==> src/rtl/clk_guard_pkg.sv <==
package clk_guard_pkg;

  typedef enum logic [2:0] {
    SRC_MAIN      = 3'd0,
    SRC_ARM_AUX   = 3'd1,
    SRC_AUX       = 3'd2,
    SRC_LEAVE_AUX = 3'd3,
    SRC_ARM_MAIN  = 3'd4
  } src_state_e;

  function automatic logic aux_gated(input src_state_e s);
    return (s == SRC_AUX) || (s == SRC_LEAVE_AUX);
  endfunction

endpackage

==> src/rtl/cg_sync.sv <==
module cg_sync #(
  parameter int STAGES = 2,
  parameter int WIDTH  = 2
) (
  input  logic             clk,
  input  logic             rst_n,
  input  logic [WIDTH-1:0] d_i,
  output logic [WIDTH-1:0] q_o
);

  logic [WIDTH-1:0] chain [STAGES];

  genvar g;
  generate
    for (g = 0; g < STAGES; g++) begin : g_stage
      if (g == 0) begin : g_first
        always_ff @(posedge clk or negedge rst_n) begin
          if (!rst_n) chain[g] <= '0;
          else        chain[g] <= d_i;
        end
      end else begin : g_next
        always_ff @(posedge clk or negedge rst_n) begin
          if (!rst_n) chain[g] <= '0;
          else        chain[g] <= chain[g-1];
        end
      end
    end
  endgenerate

  assign q_o = chain[STAGES-1];

endmodule

==> src/rtl/cg_phase_shaper.sv <==
module cg_phase_shaper #(
  parameter int MIN_HIGH = 2,
  parameter int MIN_LOW  = 2
) (
  input  logic clk,
  input  logic rst_n,
  input  logic run_i,
  input  logic lvl_i,
  output logic lvl_o
);

  localparam int HOLD_TOP = ((MIN_HIGH > MIN_LOW) ? MIN_HIGH : MIN_LOW) - 1;
  localparam int HW       = $clog2(HOLD_TOP + 2);
  localparam logic [HW-1:0] HOLD_SAT = HW'(HOLD_TOP);
  localparam logic [HW-1:0] HI_NEED  = HW'(MIN_HIGH - 1);
  localparam logic [HW-1:0] LO_NEED  = HW'(MIN_LOW - 1);

  logic          lvl_q;
  logic [HW-1:0] held_q;
  logic [HW-1:0] need;
  logic          may_flip;

  assign need     = lvl_q ? HI_NEED : LO_NEED;
  assign may_flip = (lvl_i != lvl_q) && (held_q >= need);

  always_ff @(posedge clk or negedge rst_n) begin
    if (!rst_n) begin
      lvl_q  <= 1'b0;
      held_q <= HOLD_SAT;
    end else if (!run_i) begin
      lvl_q  <= 1'b0;
      held_q <= HOLD_SAT;
    end else if (may_flip) begin
      lvl_q  <= lvl_i;
      held_q <= '0;
    end else if (held_q < HOLD_SAT) begin
      held_q <= held_q + 1'b1;
    end
  end

  assign lvl_o = lvl_q;

  generate
    if (MIN_HIGH >= 2 && MIN_LOW >= 2) begin : g_phase_chk
      AST_NO_SHORT_PHASE: assert property (@(posedge clk) disable iff (!rst_n || !run_i)
        ((lvl_q != $past(lvl_q)) && $past(run_i) && $past(run_i, 2)) |-> ($past(lvl_q) == $past(lvl_q, 2)));
    end
  endgenerate

endmodule

==> src/rtl/cg_edge_monitor.sv <==
module cg_edge_monitor #(
  parameter int MISS_LIMIT    = 4,
  parameter int RESTART_EDGES = 8
) (
  input  logic clk,
  input  logic rst_n,
  input  logic run_i,
  input  logic lvl_i,
  output logic starved_o,
  output logic restored_o
);

  localparam int GW = $clog2(MISS_LIMIT + 1);
  localparam int RW = $clog2(RESTART_EDGES + 1);
  localparam logic [GW-1:0] GAP_TOP = GW'(MISS_LIMIT);
  localparam logic [RW-1:0] RUN_TOP = RW'(RESTART_EDGES);

  logic          prev_q;
  logic [GW-1:0] gap_q;
  logic [RW-1:0] run_q;
  logic          seen_edge;

  assign seen_edge  = lvl_i ^ prev_q;
  assign starved_o  = (gap_q == GAP_TOP);
  assign restored_o = (run_q == RUN_TOP);

  always_ff @(posedge clk or negedge rst_n) begin
    if (!rst_n) prev_q <= 1'b0;
    else        prev_q <= lvl_i;
  end

  always_ff @(posedge clk or negedge rst_n) begin
    if (!rst_n) begin
      gap_q <= '0;
    end else if (!run_i || seen_edge) begin
      gap_q <= '0;
    end else if (gap_q < GAP_TOP) begin
      gap_q <= gap_q + 1'b1;
    end
  end

  always_ff @(posedge clk or negedge rst_n) begin
    if (!rst_n) begin
      run_q <= '0;
    end else if (!run_i || starved_o) begin
      run_q <= '0;
    end else if (seen_edge && (run_q < RUN_TOP)) begin
      run_q <= run_q + 1'b1;
    end
  end

  AST_RESTORE_ON_EDGE: assert property (@(posedge clk) disable iff (!rst_n)
    $rose(restored_o) |-> $past(seen_edge));

endmodule

==> src/rtl/cg_source_switch.sv <==
module cg_source_switch
  import clk_guard_pkg::*;
(
  input  logic clk,
  input  logic rst_n,
  input  logic run_i,
  input  logic main_lvl_i,
  input  logic aux_lvl_i,
  input  logic starved_i,
  input  logic restored_i,
  output logic core_o,
  output logic aux_on_o
);

  src_state_e state_q, state_d;
  logic       core_q, aux_q, core_d;

  always_comb begin
    state_d = state_q;
    unique case (state_q)
      SRC_MAIN:      if (starved_i) state_d = SRC_ARM_AUX;
      SRC_ARM_AUX:   if (!aux_lvl_i) state_d = SRC_AUX;
      SRC_AUX:       if (restored_i) state_d = SRC_LEAVE_AUX;
      SRC_LEAVE_AUX: begin
        if (starved_i)        state_d = SRC_AUX;
        else if (!aux_lvl_i)  state_d = SRC_ARM_MAIN;
      end
      SRC_ARM_MAIN: begin
        if (starved_i)        state_d = SRC_ARM_AUX;
        else if (!main_lvl_i) state_d = SRC_MAIN;
      end
      default:                state_d = SRC_MAIN;
    endcase
  end

  always_comb begin
    if (state_d == SRC_MAIN)   core_d = main_lvl_i;
    else if (aux_gated(state_d)) core_d = aux_lvl_i;
    else                       core_d = 1'b0;
  end

  always_ff @(posedge clk or negedge rst_n) begin
    if (!rst_n) begin
      state_q <= SRC_MAIN;
      core_q  <= 1'b0;
      aux_q   <= 1'b0;
    end else if (!run_i) begin
      state_q <= SRC_MAIN;
      core_q  <= 1'b0;
      aux_q   <= 1'b0;
    end else begin
      state_q <= state_d;
      core_q  <= core_d;
      aux_q   <= aux_gated(state_d);
    end
  end

  assign core_o   = core_q;
  assign aux_on_o = aux_q;

  AST_SWITCH_WHILE_LOW: assert property (@(posedge clk) disable iff (!rst_n)
    !$stable(aux_q) |-> !core_q);

  AST_PARK_ON_STARVE: assert property (@(posedge clk) disable iff (!rst_n || !run_i)
    (starved_i && (state_q == SRC_MAIN)) |=> (!core_q || !run_i));

endmodule

==> src/rtl/clk_guard.sv <==
module clk_guard #(
  parameter int SYNC_STAGES   = 2,
  parameter int MIN_HIGH      = 2,
  parameter int MIN_LOW       = 2,
  parameter int MISS_LIMIT    = 4,
  parameter int RESTART_EDGES = 8
) (
  input  logic clk_ref,
  input  logic rst_n,
  input  logic guard_en,
  input  logic clk_main,
  input  logic clk_aux,
  output logic clk_core,
  output logic aux_active
);

  localparam int N_SRC = 2;

  logic [N_SRC-1:0] raw_lvl, syn_lvl;
  logic main_shaped, starved, restored, core_gated, aux_on;

  assign raw_lvl = {clk_aux, clk_main};

  cg_sync #(.STAGES(SYNC_STAGES), .WIDTH(N_SRC)) u_sync (
    .clk(clk_ref), .rst_n(rst_n), .d_i(raw_lvl), .q_o(syn_lvl)
  );

  cg_phase_shaper #(.MIN_HIGH(MIN_HIGH), .MIN_LOW(MIN_LOW)) u_shaper (
    .clk(clk_ref), .rst_n(rst_n), .run_i(guard_en),
    .lvl_i(syn_lvl[0]), .lvl_o(main_shaped)
  );

  cg_edge_monitor #(.MISS_LIMIT(MISS_LIMIT), .RESTART_EDGES(RESTART_EDGES)) u_mon (
    .clk(clk_ref), .rst_n(rst_n), .run_i(guard_en), .lvl_i(syn_lvl[0]),
    .starved_o(starved), .restored_o(restored)
  );

  cg_source_switch u_switch (
    .clk(clk_ref), .rst_n(rst_n), .run_i(guard_en),
    .main_lvl_i(main_shaped), .aux_lvl_i(syn_lvl[1]),
    .starved_i(starved), .restored_i(restored),
    .core_o(core_gated), .aux_on_o(aux_on)
  );

  assign clk_core   = guard_en ? core_gated : clk_main;
  assign aux_active = guard_en & aux_on;

  AST_AUX_NEEDS_OPTION: assert property (@(posedge clk_ref) disable iff (!rst_n)
    !guard_en |=> (!aux_on || guard_en));

endmodule

==> config.mk <==
export PLATFORM = sky130hd
export DESIGN_NAME = clk_guard
export DESIGN_NICKNAME = d
export VERILOG_FILES = /design/src/rtl/clk_guard_pkg.sv /design/src/rtl/cg_sync.sv /design/src/rtl/cg_phase_shaper.sv /design/src/rtl/cg_edge_monitor.sv /design/src/rtl/cg_source_switch.sv /design/src/rtl/clk_guard.sv
export SDC_FILE = /design/constraint.sdc
export NUM_CORES = 1
export LEC_CHECK = 0
export BUFFER_PORTS_ARGS = -buffer_cell sky130_fd_sc_hd__buf_4
export CAP_MARGIN = 20
export CELL_PAD_IN_SITES_DETAIL_PLACEMENT = 1
export CELL_PAD_IN_SITES_GLOBAL_PLACEMENT = 2
export CORE_MARGIN = 1.5
export CORE_UTILIZATION = 34
export DETAILED_ROUTE_END_ITERATION = 16
export GPL_TIMING_DRIVEN = 0
export PLACE_DENSITY_LB_ADDON = 0.1
export SLEW_MARGIN = 20
export SYNTH_ARGS = -nofsm -noshare
export SYNTH_HDL_FRONTEND = slang
export SYNTH_SLANG_ARGS = --single-unit
==> constraint.sdc <==
create_clock -name clk_ref -period 1.2 [get_ports clk_ref]
set_input_delay 0.12 -clock clk_ref [delete_from_list [all_inputs] [get_ports clk_ref]]
set_output_delay 0.12 -clock clk_ref [all_outputs]
set_load 0.005 [all_outputs]
== Yosys cells after proc, flatten, opt, wreduce, memory -nomap -nowiden ==
Cells that the tools add are included.

* $add $sub $neg: 3
* Magnitude comparators: 4
* Equal/unequal tests: 11
* Mux-type cells: 23
* Bitwise gates (word level): 2
* Reduce and logical (&&, ||, !) cells: 10

{| class="wikitable"
|+ Operator list
! operator !! count
|-
| $mux W3 || 10
|-
| $pmux W3 S5 || 1
|-
| $eq A3 B2 Y1 const B || 4
|-
| $mux W4 || 2
|-
| $mux W1 || 7
|-
| $eq A3 B3 Y1 const B || 2
|-
| $logic_not A3 Y1 || 2
|-
| $mux W2 || 3
|-
| $add A4 B1 Y4 const B || 1
|-
| $eq A4 B4 Y1 const B || 1
|-
| $lt A4 B4 Y1 const B || 1
|-
| $reduce_bool A2 Y1 || 2
|-
| $add A3 B1 Y3 const B || 1
|-
| $eq A3 B1 Y1 const B || 1
|-
| $logic_or A1 B1 Y1 || 3
|-
| $lt A3 B3 Y1 const B || 1
|-
| $ne A3 B1 Y1 const B || 1
|-
| $add A2 B1 Y2 const B || 1
|-
| $ge A2 B1 Y1 const B || 1
|-
| $logic_and A1 B1 Y1 || 2
|-
| $lt A2 B1 Y1 const B || 1
|-
| $ne A2 B1 Y1 const B || 1
|-
| $and A1 B1 Y1 || 1
|-
| $logic_not A1 Y1 || 1
|-
| other kinds (2) || 2
|}

* Bits in registers: 20
* Input bits: 5
* Output and inout bits: 2
* Word-level logic and storage cells: 63

== Depth between registers and ports, before layout ==
* Depth in word-level cells: 8
* Mapped depth: 6
* Gate-level depth less buffers: 6

== Cells and area by module ==
A second synthesis with hierarchy kept.

* Cell total of the unflattened synthesis: 91
* Area, all modules: 1006.0 µm²

{| class="wikitable"
|+ By module, submodules not included
! module !! times used !! cells an instance !! area each (µm²) !! seq. area each (µm²)
|-
| cg_edge_monitor || 1 || 42 || 420.4 || 200.2
|-
| cg_source_switch || 1 || 26 || 284.0 || 125.1
|-
| cg_phase_shaper || 1 || 15 || 163.9 || 76.3
|-
| cg_sync || 1 || 6 || 115.1 || 100.1
|-
| clk_guard || 1 || 2 || 22.5 || 0.0
|}

== Least setup slack after synthesis ==
OpenSTA, ideal clock, no wires.

* Path kind: reg2reg
* Start point: register u_mon.gap_q[0]
* End point: register u_switch.core_q, in the netlist u_switch.core_o
* Library setup time: 126 ps
* Arrival: 1181 ps
* Data required time: 1074 ps
* Slack: -106 ps
* Stages on the path, launching flop included: 7
* Path buffers: 0
* Clock period less this slack: 1306 ps
* Cell sequence: dfrtp_1 inv_1 ha_1 and3_1 a211o_1 a2bb2oi_1 nor2_1

* Longest elaborated chain between the ends: 8
* Elaborated cells between the ends (all ways): 12
* Classes of those cells: eq/ne (3); mux (7); reduce/logical (2)

{| class="wikitable"
|+ Ends and longest elaborated chain
! element !! line !! source
|-
| start: declaration || cg_edge_monitor.sv:19 || <nowiki>logic [GW-1:0] gap_q;</nowiki>
|-
| start signal: assignment || cg_edge_monitor.sv:38 || <nowiki>gap_q <= gap_q + 1'b1;</nowiki>
|-
| $eq A3 B3 Y1 * || cg_edge_monitor.sv:24 || <nowiki>assign starved_o = (gap_q == GAP_TOP);</nowiki>
|-
| $mux W3 (on tied branches) || cg_source_switch.sv:29, cg_source_switch.sv:21, cg_source_switch.sv:25 ||
|-
| $pmux W3 S5 * || cg_source_switch.sv:20 || <nowiki>unique case (state_q)</nowiki>
|-
| $eq A3 B2 Y1 || clk_guard_pkg.sv:12 || <nowiki>return (s == SRC_AUX) || (s == SRC_LEAVE_AUX);</nowiki>
|-
| $logic_or A1 B1 Y1 || clk_guard_pkg.sv:12 ||
|-
| $mux W1 || cg_source_switch.sv:38 || <nowiki>else if (aux_gated(state_d)) core_d = aux_lvl_i;</nowiki>
|-
| $mux W1 * || cg_source_switch.sv:37 || <nowiki>if (state_d == SRC_MAIN) core_d = main_lvl_i;</nowiki>
|-
| $mux W1 * || cg_source_switch.sv:47 || <nowiki>end else if (!run_i) begin</nowiki>
|-
| end signal: assignment || cg_source_switch.sv:53 || <nowiki>core_q <= core_d;</nowiki>
|-
| end: declaration || cg_source_switch.sv:16 || <nowiki>logic core_q, aux_q, core_d;</nowiki>
|}

Every way passes the cells marked *; elsewhere a longest branch is shown, timed or not.
A chain may end at the register's enable or synchronous reset.

== Worst setup path after layout ==
Same ends and word-level chain as after synthesis.

==> flow_summary.json <==
{
  "status": "finished, violations left",
  "violations": "setup timing",
  "slew_viol_final": 0,
  "design.core.area_mm2": 0.002710,
  "ant_nets": 0,
  "setup.worst_path.start_class": "flop",
  "synthXorXnorAreaFrac_pct": 5.346,
  "cp_top_family": "compound AO/OA/AOI/OAI gates",
  "finalCritPeriodShare_pct": 110.5,
  "cap_violations": 0,
  "synth_area_um2": 959.7,
  "wl_per_cell_um": 14.65,
  "clock_latency_ps": 320,
  "place_hpwl_um": 1323,
  "synth_top_family_by_area": "simple AND/OR/NAND/NOR gates",
  "cts_root_buffer": "clkbuf_4",
  "drive_above_1_share_pct": 38.74,
  "worstSetupEndpointType": "flop",
  "powerDensity_mw_per_mm2": 1115,
  "clkTransAtPathRegs_ps": 130,
  "layout_setup_ws_ps": -126.4,
  "worst_pin_slew_ps": 415.3,
  "cts.sinks": 20,
  "num_rows": 19,
  "cp.buffers_inverters": 1,
  "yosys.area_share.simple_pct": 21.77,
  "synth.distinct_cells": 31,
  "cp_max_fo": 3,
  "slew_headroom_pct": 72.31,
  "die_w_um": 56.13,
  "grt_pass1_vias": 759,
  "r2r-end": "u_switch.core_o",
  "max_stage_delay_ps": 390,
  "synth_mux_area_share_pct": 3.259,
  "avgSynthCellArea_um2": 10.66,
  "grt_antenna_before_repair": 0,
  "setup_violations": 5,
  "fp.dieH_um": 56.13,
  "critPathRequiredTime_ps": 1400,
  "synth_compound_area_share_pct": 7.301,
  "dieArea_mm2": 0.003150,
  "ys_ff_latch": 20,
  "ir_drop_mv": 0.6157,
  "hp-class": "in2async",
  "yosysWarnings": 0,
  "grt_pass1_wl_um": 3491,
  "track_usage_pct": 14.89,
  "rsz0062_at_grt": "true",
  "cts-buffers-inserted": 3,
  "finalCriticalPeriod_ps": 1326,
  "synth_fa_ha_area_share_pct": 6.519,
  "hold_violations": 0,
  "clockBufferDepth": 2,
  "drt_iter0_drc": 4,
  "htreeDepth": 1,
  "diodes": 0,
  "io_buffers": 6,
  "grt_max_degree": 21,
  "rr_worst_depth": 6,
  "drtPass1Iterations": 4,
  "crit_arrival_ps": 1530,
  "fin_worst_skew_ps": 14.42,
  "fin_tns_setup_ps": -277.1,
  "ys_seq_area_share_pct": 52.28,
  "dp_slack_ps": -193.7,
  "gp_congestion": 0.6814,
  "crit_path_top_delay_cell": "dfrtp_1",
  "totalPowerFinal_mw": 1.440,
  "fmax_mhz": 753.9,
  "cts_tree": "yes",
  "finish.utilization_pct": 47.65,
  "nets": 122,
  "worstSetupPathType": "reg2reg",
  "crit_chain": "inv_2, ha_4, and3_1, a211o_1, a2bb2oi_2, nor2_1",
  "synthCells": 90,
  "leakage_nw": 0.5508,
  "r2r-start": "u_mon.gap_q[0]",
  "final_cell_mix": "dfrtp_1, nor2_1, buf_4",
  "start_util_pct": 35.41,
  "area_growth_syn_to_layout_pct": 34.55,
  "grt-ovfl-total": 0,
  "postRouteWirelength_um": 2081,
  "layout.cells.most_common": "dfrtp_1",
  "r2r_setup_slack_ps": -130,
  "vias": 698,
  "postPlaceCellArea_mm2": 0.001046,
  "num_io_pins": 7,
  "post_drt_via_cell_ratio": 4.915,
  "design_area_mm2": 0.001291,
  "syn_nets": 100,
  "drcViolationCount": 0
}
[cell families (layout without fill, tap and decap cells)]
| group | count (synthesis) | count (layout) |
|---|---|---|
| adders and majority gates | 5 | 5 |
| xor gates and xnor gates | 5 | 5 |
| DFF | 20 | 20 |
| muxes | 3 | 3 |
| buffers and inverters | 9 | 30 |
| AOI/OAI and AO/OA | 11 | 11 |
| and+or+nand+nor | 37 | 37 |
[worst register-to-register path, delay by kind of cell (launching register included)]
kind	cells	cell delay, ps
flip-flops	1	390
adder cells (fa/ha/maj)	1	160
buffers and inverters	1	60
AO/OA/AOI/OAI	2	420
AND/OR/NAND/NOR	2	190
[sequential cells by signal, summed over array words and instances, names as in the netlist]
name,count
u_shaper.lvl_o,1
u_sync.chain,2
u_shaper.held_q,2
u_switch.aux_on_o,1
u_switch.core_o,1
u_switch.state_q,3
u_mon.run_q,4
u_mon.prev_q,1
u_mon.gap_q,3
u_sync.q_o,2
[metrics by stage]
stage / instances / hold slack [ps]
after floorplan: 90 / -175.6
after global placement: 127 / 17.72
after detailed placement: 127 / 20.72
after CTS: 139 / 203.1
after global routing: 142 / 205.2
final: 142 / 194.8
[worst max-delay path by stage]
stage / from / to / slack [ps] / depth (start not counted)
after global routing: u_mon.gap_q[0] / u_switch.core_o / -180 / 6
after floorplan: u_mon.gap_q[0] / u_switch.core_o / -80 / 6
after CTS: u_mon.gap_q[1] / u_switch.core_o / -150 / 6
after global placement: u_mon.gap_q[0] / u_switch.core_o / -170 / 6
final: u_mon.gap_q[0] / u_switch.core_o / -130 / 6
after detailed placement: u_mon.gap_q[0] / u_switch.core_o / -190 / 6
[layer usage]
metal  track usage [%]  routed length (µm)  share of wire, %
met5                 0                   0                 0
met4             7.143                  44               2.1
met3             4.186                  29               1.4
met2             24.71                1060                51
met1             17.66                 946                45
[Yosys cell counts]
master	instances	area (µm²)
nor2b_1	2	12.51
nand3_1	3	15.01
nand2b_1	1	6.260
nor2_1	13	48.80
and4bb_2	1	12.51
and3_1	1	6.260
a21boi_1	1	7.510
buf_1	1	3.750
a21oi_1	2	10.01
nor4bb_1	2	20.02
inv_1	8	30.03
nor3b_1	2	15.01
nand2_1	6	22.52
o311ai_1	1	8.760
mux2i_1	2	20.02
and2_1	2	12.51
dfstp_2	1	26.28
nor3b_2	1	12.51
xnor2_2	1	16.27
a31oi_1	1	6.260
ha_1	5	62.56
mux2_2	1	11.26
xnor2_1	3	26.28
nand3b_1	1	7.510
o21ai_0	4	20.02
xor2_1	1	8.760
dfrtp_1	19	475.5
a211o_1	1	8.760
a2bb2oi_1	1	8.760
and3_4	1	11.26
nand2_2	1	6.260
[power breakdown]
part           switching (mW)  internal (mW)  leakage [nW]
Combinational           0.125          0.148         0.275
Sequential             0.0330          0.718         0.254
Clock                   0.230          0.185        0.0210
Total                   0.388           1.05         0.551
[cell type report]
cell class                      count  area (µm²)
Sequential cell                    20       506.7
Buffer                              1       3.754
Fill cell                         302        1419
Inverter                            8       30.03
Tap cell                           31       38.79
Multi-Input combinational cell     61       536.8
Timing Repair Buffer               17       138.9
Clock buffer                        4       36.28
[what timing repair did]
action,4_1_cts,5_1_grt
endpoints found under the hold margin,22,0
pin swaps,5,7
setup endpoints to repair,7,13
gates resized for setup,9,18
buffers inserted,5,4
hold buffers,3,0
No activity file was read; power rests on OpenSTA's default activity.
